[src/rtl/vr_seq_pkg.sv]
package vr_seq_pkg;

  typedef enum logic [3:0] {
    ST_POR, ST_DIS, ST_CAL, ST_CFG, ST_DRV, ST_WVID,
    ST_BCAP, ST_SS, ST_RUN, ST_OVP, ST_OCP
  } seq_state_e;

  typedef enum logic [1:0] {
    FC_NONE = 2'd0,
    FC_OVP  = 2'd1,
    FC_OCS  = 2'd2,
    FC_OCF  = 2'd3
  } fault_cause_e;

endpackage

[src/rtl/vr_seq_timer.sv]
module vr_seq_timer #(
  parameter int unsigned LIMIT = 4
) (
  input  logic clk,
  input  logic rst,
  input  logic clr,
  output logic done
);
  localparam int unsigned W = (LIMIT < 1) ? 1 : $clog2(LIMIT + 1);
  localparam logic [W-1:0] LIM = W'(LIMIT);

  logic [W-1:0] cnt_q;

  // saturating up-counter, cleared while the owning state is not active
  always_ff @(posedge clk) begin
    if (rst || clr)      cnt_q <= '0;
    else if (cnt_q != LIM) cnt_q <= cnt_q + W'(1);
  end

  assign done = (cnt_q == LIM);

endmodule

[src/rtl/vr_seq_ocp.sv]
module vr_seq_ocp #(
  parameter int unsigned OC_TICKS = 8
) (
  input  logic clk,
  input  logic rst,
  input  logic act,
  input  logic vout_hi,
  input  logic dac_hi,
  input  logic ilim100,
  input  logic ilim150,
  output logic trip_fast,
  output logic trip_slow
);
  localparam int unsigned W = (OC_TICKS < 2) ? 1 : $clog2(OC_TICKS + 1);
  localparam logic [W-1:0] LAST = W'(OC_TICKS - 1);

  logic         arm_q;
  logic         armed;
  logic [W-1:0] cnt_q;

  assign armed = act && (arm_q || vout_hi || dac_hi);

  always_ff @(posedge clk) begin
    if (rst) arm_q <= 1'b0;
    else     arm_q <= armed;
  end

  // consecutive-sample persistence counter for the nominal tier
  always_ff @(posedge clk) begin
    if (rst || !(armed && ilim100)) cnt_q <= '0;
    else if (cnt_q != LAST)         cnt_q <= cnt_q + W'(1);
  end

  assign trip_slow = armed && ilim100 && (cnt_q == LAST);
  assign trip_fast = armed && ilim150;

  generate
    if (OC_TICKS > 1) begin : g_hist

      slow_hist_chk: assert property (@(posedge clk) disable iff (rst)
        trip_slow |-> $past(ilim100));
    end
  endgenerate

endmodule

[src/rtl/vr_seq_ctrl.sv]
module vr_seq_ctrl
  import vr_seq_pkg::*;
#(
  parameter int unsigned EN_DLY_TICKS = 500_000,
  parameter int unsigned BCAP_TICKS   = 2_000,
  parameter int unsigned OC_DLY_TICKS = 5_000_000
) (
  input  logic       clk,
  input  logic       rst,
  input  logic       vcc_ok,
  input  logic       vin_ok,
  input  logic       en,
  input  logic       drv_ok,
  input  logic       cal_done,
  input  logic       cfg_done,
  input  logic       boot_zero,
  input  logic       vid_set,
  input  logic       ss_done,
  input  logic       ov_abs,
  input  logic       ov_rel,
  input  logic       uv,
  input  logic       vout_hi,
  input  logic       dac_hi,
  input  logic       ilim100,
  input  logic       ilim150,
  output logic       dron_drive,
  output logic       vr_ready,
  output logic       pwm_en,
  output logic       force_ls,
  output logic       ramp_zero,
  output logic       fault_latched,
  output logic [1:0] fault_cause
);

  seq_state_e   st_q, st_nxt;
  fault_cause_e cause_q, cause_nxt;
  logic         supplies_ok;
  logic         dly_done, bcap_done;
  logic         trip_fast, trip_slow;
  logic         conv_act;

  assign supplies_ok = vcc_ok && vin_ok;
  assign conv_act    = (st_q == ST_SS) || (st_q == ST_RUN);

  vr_seq_timer #(.LIMIT(EN_DLY_TICKS)) u_en_dly (
    .clk  (clk),
    .rst  (rst),
    .clr  ((st_q == ST_POR) || (st_q == ST_DIS)),
    .done (dly_done)
  );

  vr_seq_timer #(.LIMIT(BCAP_TICKS)) u_bcap (
    .clk  (clk),
    .rst  (rst),
    .clr  (st_q != ST_BCAP),
    .done (bcap_done)
  );

  vr_seq_ocp #(.OC_TICKS(OC_DLY_TICKS)) u_ocp (
    .clk       (clk),
    .rst       (rst),
    .act       (conv_act),
    .vout_hi   (vout_hi),
    .dac_hi    (dac_hi),
    .ilim100   (ilim100),
    .ilim150   (ilim150),
    .trip_fast (trip_fast),
    .trip_slow (trip_slow)
  );

  always_comb begin
    st_nxt    = st_q;
    cause_nxt = cause_q;
    unique case (st_q)
      ST_POR:  if (supplies_ok) st_nxt = ST_DIS;
      ST_DIS:  if (en) st_nxt = ST_CAL;
      ST_CAL:  if (cal_done) st_nxt = ST_CFG;
      ST_CFG:  if (cfg_done && dly_done) st_nxt = ST_DRV;
      ST_DRV:  if (drv_ok) st_nxt = boot_zero ? ST_WVID : ST_BCAP;
      ST_WVID: if (vid_set) st_nxt = ST_BCAP;
      ST_BCAP: if (bcap_done) st_nxt = ST_SS;
      ST_SS, ST_RUN: begin
        if (ov_abs || (ov_rel && st_q == ST_RUN)) begin
          st_nxt = ST_OVP; cause_nxt = FC_OVP;
        end else if (trip_fast) begin
          st_nxt = ST_OCP; cause_nxt = FC_OCF;
        end else if (trip_slow) begin
          st_nxt = ST_OCP; cause_nxt = FC_OCS;
        end else if (st_q == ST_SS && ss_done) begin
          st_nxt = ST_RUN;
        end
      end
      ST_OVP, ST_OCP: st_nxt = st_q;
      default: st_nxt = ST_POR;
    endcase
    // exits that override the sequence, lowest priority first
    if (!drv_ok && (st_q inside {ST_WVID, ST_BCAP, ST_SS, ST_RUN})) st_nxt = ST_DIS;
    if (!en && st_q != ST_POR) st_nxt = ST_DIS;
    if (!supplies_ok)          st_nxt = ST_POR;
    if (st_nxt == ST_POR || st_nxt == ST_DIS) cause_nxt = FC_NONE;
  end

  always_ff @(posedge clk) begin
    if (rst) begin
      st_q          <= ST_POR;
      cause_q       <= FC_NONE;
      dron_drive    <= 1'b0;
      vr_ready      <= 1'b0;
      pwm_en        <= 1'b0;
      force_ls      <= 1'b0;
      ramp_zero     <= 1'b0;
      fault_latched <= 1'b0;
      fault_cause   <= 2'd0;
    end else begin
      st_q          <= st_nxt;
      cause_q       <= cause_nxt;
      dron_drive    <= st_nxt inside {ST_DRV, ST_WVID, ST_BCAP, ST_SS, ST_RUN, ST_OVP};
      vr_ready      <= (st_nxt == ST_RUN) && !uv;
      pwm_en        <= st_nxt inside {ST_SS, ST_RUN};
      force_ls      <= (st_nxt == ST_OVP);
      ramp_zero     <= (st_nxt == ST_OVP);
      fault_latched <= st_nxt inside {ST_OVP, ST_OCP};
      fault_cause   <= cause_nxt;
    end
  end


  ready_gate_chk: assert property (@(posedge clk) disable iff (rst)
    vr_ready |-> (pwm_en && dron_drive && !fault_latched));


  ovp_out_chk: assert property (@(posedge clk) disable iff (rst)
    ramp_zero |-> (force_ls && dron_drive && fault_latched && !pwm_en && !vr_ready));


  fast_trip_chk: assert property (@(posedge clk) disable iff (rst)
    (pwm_en && en && vcc_ok && vin_ok && drv_ok && !ov_abs && !ov_rel &&
     ilim150 && (vout_hi || dac_hi))
    |=> (fault_latched && !dron_drive && fault_cause == 2'd3));


  uv_ready_chk: assert property (@(posedge clk) disable iff (rst)
    uv |=> !vr_ready);


  latch_hold_chk: assert property (@(posedge clk) disable iff (rst)
    (fault_latched && en && vcc_ok && vin_ok) |=> fault_latched);


  en_drop_chk: assert property (@(posedge clk) disable iff (rst)
    !en |=> (!dron_drive && !pwm_en && !vr_ready));

endmodule

[config.mk]
export PLATFORM = sky130hd
export DESIGN_NAME = vr_seq_ctrl
export DESIGN_NICKNAME = d
export VERILOG_FILES = /design/src/rtl/vr_seq_pkg.sv /design/src/rtl/vr_seq_timer.sv /design/src/rtl/vr_seq_ocp.sv /design/src/rtl/vr_seq_ctrl.sv
export SDC_FILE = /design/constraint.sdc
export NUM_CORES = 1
export LEC_CHECK = 0
export CELL_PAD_IN_SITES_DETAIL_PLACEMENT = 0
export CELL_PAD_IN_SITES_GLOBAL_PLACEMENT = 1
export CORE_ASPECT_RATIO = 1.75
export CORE_MARGIN = 4
export CORE_UTILIZATION = 25
export DETAILED_ROUTE_END_ITERATION = 16
export GPL_ROUTABILITY_DRIVEN = 1
export MAX_ROUTING_LAYER = met4
export PLACE_DENSITY = 0.57
export SYNTH_ARGS = -nofsm -noshare
export SYNTH_HDL_FRONTEND = slang
export SYNTH_HIERARCHICAL = 1
export SYNTH_SLANG_ARGS = --single-unit
[constraint.sdc]
create_clock -name clk -period 3 [get_ports clk]
set_clock_uncertainty 0.05 [all_clocks]
set_input_delay 0.75 -clock clk [delete_from_list [all_inputs] [get_ports clk]]
set_output_delay 0.75 -clock clk [all_outputs]
set_load 0.05 [all_outputs]
==> out/qor.csv, run 1 <==
stage;metric;value;unit
clock_network;cts_buffer_depth;2;
min_path;hold_class;reg2reg;
timing;fin_setup_tns;0;ns
min_path;min_from;u_ocp/cnt_q[5];
placement;hpwl;7.19;mm
timing;rsz0062_at_grt;no;
worst_setup_path;worst_setup_path_start_kind;flip-flop;
pwr;power_per_cell_area;435;nW/µm²
global_routing;grt_max_degree;18;
worst_setup_path;critPathRequiredTime;3.18;ns
die;die_w;99.6;µm
timing;timing.final.crit_period;2.63;ns
worst_setup_path;cp.arrival;2.80;ns
timing;max_freq;0.381;GHz
detailed_routing;via_count;3180;
worst_setup_path;timing.rr.end;dron_drive;
pwr;vdd_drop_max;0.229;mV
logic_synthesis;syn_area;3670;µm²
timing;final_hold_viol_count;0;
logic_synthesis;synth_edf_count;0;
worst_setup_path;crit_start;u_ocp/cnt_q[7];
placement;io_buffers;25;
flow_run;cap_violations;0;
logic_synthesis;async_flop_share;0;
detailed_routing;ant_nets;0;
detailed_routing;drt-wirelength-per-cell;14.8;µm
detailed_routing;drc_errors;0;
global_routing;grt_pass1_vias;3170;
cells_and_area;num-fill-cells;1581;
cells_and_area;nets;473;
clock_network;cts_setup_buffers;0;
pwr;leakage;1.41;nW
worst_setup_path;max_stage_delay;0.42;ns
worst_setup_path;r2r_start;u_ocp/cnt_q[7];
worst_setup_path;timing.critical_path.mode_cell;nor2_1;
clock_network;cts_root_buf;clkbuf_16;
global_routing;antenna_found_initial;0;
clock_network;postCtsHoldBufs;0;
timing;slew_headroom;0.426;
die;die_h;168;µm
die;die_area;16800;µm²
logic_synthesis;synthesis.nets;440;
cells_and_area;num_antenna_cells;0;
worst_setup_path;cp_slowest_cell;nor4_1;
detailed_routing;vias_per_cell;5.01;
clock_network;clock_latency;0.33;ns
cells_and_area;area_delta_synth_final;20.0;%
timing;drv_slew;0;
clock_network;cts-htree-levels;3;
placement;gp_congestion;0.832;
logic_synthesis;yosysSeqAreaShare;0.354;
placement;pre_cts_slack;0.151;ns
worst_setup_path;r2r_cells;10;
clock_network;numCtsBuffers;9;
cells_and_area;mostFrequentLayoutCell;dfxtp_1;
clock_network;cts_resized;0;
die;core;14400;µm²
cells_and_area;multi_input_area;2220;µm²
clock_network;tritoncts;built;
worst_setup_path;reg2reg_slack;0.37;ns
die;io_pins;26;
logic_synthesis;synth_warnings;6;
timing;hold_ws;0.416;ns
timing;max_slew.worst_pin.slew;0.857;ns
logic_synthesis;synth_seq_cells;65;
status;outcome;finished, final reports clean;
worst_setup_path;crit_type;reg2reg;
min_path;hold-path-endpoint;u_ocp/cnt_q[5];
logic_synthesis;postSynthAreaPerCell;8.81;µm²
global_routing;grt_pass1_wl;16.0;mm
timing;final.setup.worst_slack;0.375;ns
worst_setup_path;crit_chain;nor4_1 > and4_1 > nand2_1 > nor2_1 > nor2_1 > a21boi_1 > o2111ai_2 > buf_4 > nor2b_2 > o21a_1;
clock_network;path_clk_slew;0.06;ns
die;start_util;0.256;
timing;period_share;0.875;
min_path;hold_depth;2;
cells_and_area;mostFrequentLayoutCells;dfxtp_1, nand2_1, nor2_1;
detailed_routing;drt_iter0_drc;132;
detailed_routing;first_pass_iters;5;
worst_setup_path;worst_setup_path_end_kind;flip-flop;
logic_synthesis;syn_inst;417;
die;fp-row-count;58;
cells_and_area;register_area;1300;µm²
timing;setup_viol;0;
worst_setup_path;crit_fanout;5;
logic_synthesis;synth_cell_types;80;
logic_synthesis;synthFlopType;dfxtp_1;
global_routing;overflow;0;
detailed_routing;wirelength;9.42;mm
cells_and_area;drive_gt1_frac;0.160;
global_routing;grt_use_total;0.124;
clock_network;clock_sinks;65;
-- cell type report --
class                      count  area share
clock buffer                  11      0.0574
clock inverter                 5     0.00681
inverter                      11     0.00937
multi-input combinational    327       0.505
sequential                    65       0.295
tap                          180      0.0511
timing repair buffer          36      0.0755
-- registers in the layout (all words and copies together) (netlist names) --
signal          cells
vr_ready            1
u_ocp/cnt_q        23
st_q                4
ramp_zero           1
u_ocp/arm_q         1
u_en_dly/cnt_q     19
dron_drive          1
cause_q             2
fault_latched       1
pwm_en              1
u_bcap/cnt_q       11
-- critical path: cells and delay by family (launching register included) --
family | cells | cell delay [ns]
buf+inv | 1 | 0.18
compound gates | 3 | 0.55
simple gates | 6 | 1.37
flops | 1 | 0.36
-- where the power goes --
part           switching (mW)  internal (mW)
combinational          0.0263         0.0315
clock                   0.394          0.599
sequential           0.000569          0.864
total                   0.421           1.50
-- worst max path at each step --
stage,end
after floorplan,ramp_zero
after global placement,pwm_en
after detailed placement,cause_q[1]
after CTS,dron_drive
after global routing,pwm_en
final,dron_drive
-- synth_stat cells (3+ instances only) --
master     n  share of area
or4_1     12          0.025
o21ai_0   11          0.015
clkbuf_1   4         0.0041
nor4_1     4         0.0068
dfxtp_1   65           0.35
nand3b_1   5          0.010
xnor2_1   11          0.026
o31ai_1    9          0.018
and3_1     8          0.014
ha_1       5          0.017
mux2i_1   12          0.033
or4b_4     3          0.011
o211ai_1   5          0.010
a21o_2     3         0.0072
nand4b_1   5          0.012
nand3_1   20          0.027
xor2_1     5          0.012
and4_1     3         0.0072
and2_1     3         0.0051
nand2_1   42          0.043
nor4_2     3          0.010
nor2_1    41          0.042
a21oi_1   21          0.029
nand4_1   13          0.022
nor3_1     8          0.011
inv_1     11          0.011
buf_6      4          0.012
or3_1     14          0.024
-- logic make-up (layout without fill, tap and decap cells) --
family / count (synthesis) / in the layout / share of synthesized area
AND/OR/NAND/NOR: 216 / 216 / 0.360
flip-flops: 65 / 65 / 0.354
buffers and inverters: 25 / 63 / 0.0402
multiplexers: 13 / 13 / 0.0368
XOR/XNOR: 16 / 16 / 0.0382
AO/OA/AOI/OAI: 77 / 77 / 0.154
adder cells (fa/ha/maj): 5 / 5 / 0.0170
-- metal layers --
layer | vias up | global-route usage | routed length, µm
met5 | - | - | 0
met4 | 0 | 0.0571 | 213
met3 | 14 | 0.0191 | 220
met2 | 53 | 0.231 | 5360
met1 | 1495 | 0.123 | 3620
li1 | 1618 | - | -
-- through the flow --
step | total power [mW] | utilization | cell area [µm²] | std cells
2_1_floorplan | 0.905 | - | 3670 | 417
3_3_place_gp | 0.942 | 0.287 | 4120 | 619
3_5_place_dp | 0.942 | 0.287 | 4120 | 619
4_1_cts | 1.96 | 0.307 | 4410 | 635
5_1_grt | 1.99 | 0.307 | 4410 | 635
6_report | 1.92 | 0.307 | 4410 | 635
(Power assumes the default switching activity.)
==> inputs of run 2 (changes only) <==
--- a/config.mk
+++ b/config.mk
@@ -14,6 +14,8 @@
 export GPL_ROUTABILITY_DRIVEN = 1
 export MAX_ROUTING_LAYER = met4
 export PLACE_DENSITY = 0.57
+export SKIP_LAST_GASP = 1
+export SLEW_MARGIN = 25
 export SYNTH_ARGS = -nofsm -noshare
 export SYNTH_HDL_FRONTEND = slang
 export SYNTH_HIERARCHICAL = 1
==> results of run 2 <==
No change in the layout: final DEF, timing and power equal those of run 1.
==> inputs of run 3 (changes only) <==
--- a/config.mk
+++ b/config.mk
@@ -14,6 +14,7 @@
 export GPL_ROUTABILITY_DRIVEN = 1
 export MAX_ROUTING_LAYER = met4
 export PLACE_DENSITY = 0.57
+export REMOVE_ABC_BUFFERS = 1
 export SKIP_LAST_GASP = 1
 export SLEW_MARGIN = 25
 export SYNTH_ARGS = -nofsm -noshare
==> run 3 against run 2 <==
Against the previous run:
- core utilization grew 0.18 points
- non-clock buffer count grew 4
- critical path depth grew 1
- worst hold slack lost 0.0085 ns
- first-iteration DRC count shrank 20%
- final cell count grew 0.63%
- worst setup slack lost 0.090 ns
- clock power is essentially flat
- register-to-register slack lost 0.09 ns
- sequential share of layout area shrank 0.17 points
- flip-flop and latch count is the same
- critical path type unchanged
- critical endpoint is now fault_latched
- largest cell class unchanged
==> out/qor.csv, run 3 (synthesis results as in run 1) <==
stage;metric;value;unit
pwr;finalPower;1.91;mW
status;outcome;finished, final reports clean;
detailed_routing;drc_errors;0;
die;die_h;168;µm
timing;timing.final.crit_period;2.71;ns
min_path;hold_class;reg2reg;
detailed_routing;via_count;3209;
die;core;14400;µm²
worst_setup_path;crit_fanout;7;
detailed_routing;vias_per_cell;5.02;
placement;dpl_cell_area;4150;µm²
timing;final.setup.worst_slack;0.285;ns
timing;max_freq;0.368;GHz
cells_and_area;mostFrequentLayoutCell;dfxtp_1;
clock_network;clock_sinks;65;
global_routing;overflow;0;
detailed_routing;first_pass_iters;4;
pwr;leakage;1.42;nW
worst_setup_path;crit_family;simple AND/OR/NAND/NOR gates;
die;start_util;0.256;
worst_setup_path;timing.critical_path.mode_cell;nor2_1;
die;die_area;16800;µm²
placement;io_buffers;25;
global_routing;grt_use_total;0.123;
timing;fin_setup_tns;0;ns
worst_setup_path;r2r_cells;11;
cells_and_area;drive_gt1_frac;0.168;
cells_and_area;largestRegisters;u_ocp/cnt_q (23), u_en_dly/cnt_q (19), u_bcap/cnt_q (11);
cells_and_area;mostFrequentLayoutCells;dfxtp_1, nand2_1, nor2_1;
cells_and_area;top_register;u_ocp/cnt_q;
cells_and_area;utilization;0.309;
timing;max_slew.worst_pin.slew;0.550;ns
clock_network;clock_latency;0.33;ns
worst_setup_path;crit_type;reg2reg;
worst_setup_path;worst_setup_path_end_kind;flip-flop;
worst_setup_path;crit_chain;nor4bb_1 > and4_1 > nand2_1 > nor2_1 > nor2_1 > buf_4 > and3_1 > o21ai_2 > a21oi_4 > nor2_1 > a21boi_1;
pwr;power_per_cell_area;432;nW/µm²
clock_network;cts_resized;0;
placement;hpwl;7.26;mm
clock_network;numCtsBuffers;9;
clock_network;tritoncts;built;
timing;drv_slew;0;
worst_setup_path;path_buf_inv;1;
timing;period_share;0.905;
detailed_routing;drt_iter0_drc;106;
placement;gp_congestion;0.763;
detailed_routing;drt-wirelength-per-cell;14.9;µm
worst_setup_path;worst_setup_path_start_kind;flip-flop;
global_routing;grt_max_degree;20;
flow_run;cap_violations;0;
placement;placed_cells;623;
min_path;hold_depth;2;
worst_setup_path;max_stage_delay;0.48;ns
cells_and_area;nets;477;
detailed_routing;wirelength;9.49;mm
clock_network;cts_root_buf;clkbuf_16;
global_routing;grt_pass1_vias;3202;
clock_network;cts-htree-levels;3;
cells_and_area;num_antenna_cells;0;
timing;slew_headroom;0.630;
cells_and_area;instances_no_fill;639;
clock_network;postCtsHoldBufs;0;
pwr;vdd_drop_max;0.273;mV
worst_setup_path;path_depth;11;
die;fp-row-count;58;
cells_and_area;num-fill-cells;1557;
global_routing;grt_pass1_wl;16.2;mm
clock_network;path_clk_slew;0.06;ns
die;die_w;99.6;µm
cells_and_area;area_delta_synth_final;20.7;%
timing;rsz0062_at_grt;no;
clock_network;cts_buffer_depth;2;
timing;hold_ws;0.408;ns
global_routing;antenna_found_initial;0;
timing;final_hold_viol_count;0;
worst_setup_path;critPathRequiredTime;3.17;ns
timing;setup_viol;0;
clock_network;cts_setup_buffers;0;
detailed_routing;ant_nets;0;
cells_and_area;fin_area;4430;µm²
worst_setup_path;cp.arrival;2.88;ns
cells_and_area;largest_reg_flops;23;
placement;pre_cts_slack;0.124;ns
worst_setup_path;cp_slowest_cell;nor4bb_1;
die;io_pins;26;
[run 3: changes by cell type in the layout (fill, tap and decap cells not counted)]
cell / change
buf_4: +4
clkinvlp_4: +1
clkbuf_8: -2
inv_6: +3
clkinv_2: -2
[run 3: layout make-up]
cell class	count	area, µm²	share of cell area
clock buffer	9	225	0.0508
clock inverter	7	53.8	0.0121
inverter	11	41.3	0.00931
multi-input combinational	327	2220	0.502
sequential	65	1300	0.294
tap	180	225	0.0508
timing repair buffer	40	363	0.0819
[run 3: routing by layer]
metal | GRT usage | part of all wire
met5 | - | 0
met4 | 0.0488 | 0.021
met3 | 0.0257 | 0.029
met2 | 0.222 | 0.56
met1 | 0.128 | 0.39
[run 3: worst reg2reg max path, cell delays in order, from the launching register on]
cell	delay, ns
dfxtp_1	0.38
nor4bb_1	0.48
and4_1	0.39
nand2_1	0.13
nor2_1	0.23
nor2_1	0.09
buf_4	0.15
and3_1	0.16
o21ai_2	0.19
a21oi_4	0.09
nor2_1	0.17
a21boi_1	0.08
[run 3: worst paths after layout]
kind	startpoint	to	slack (ns)
worst min-delay path	cause_q[0]	cause_q[0]	0.41
worst max register to register	u_ocp/cnt_q[12]	fault_latched	0.29
worst min register to register	cause_q[0]	cause_q[0]	0.41
worst max-delay path	u_ocp/cnt_q[12]	fault_latched	0.29
[run 3: report_power, final]
part           total [mW]  switching (mW)  internal (mW)
logic              0.0585          0.0271         0.0314
registers           0.864        0.000527          0.864
clock network       0.990           0.424          0.566
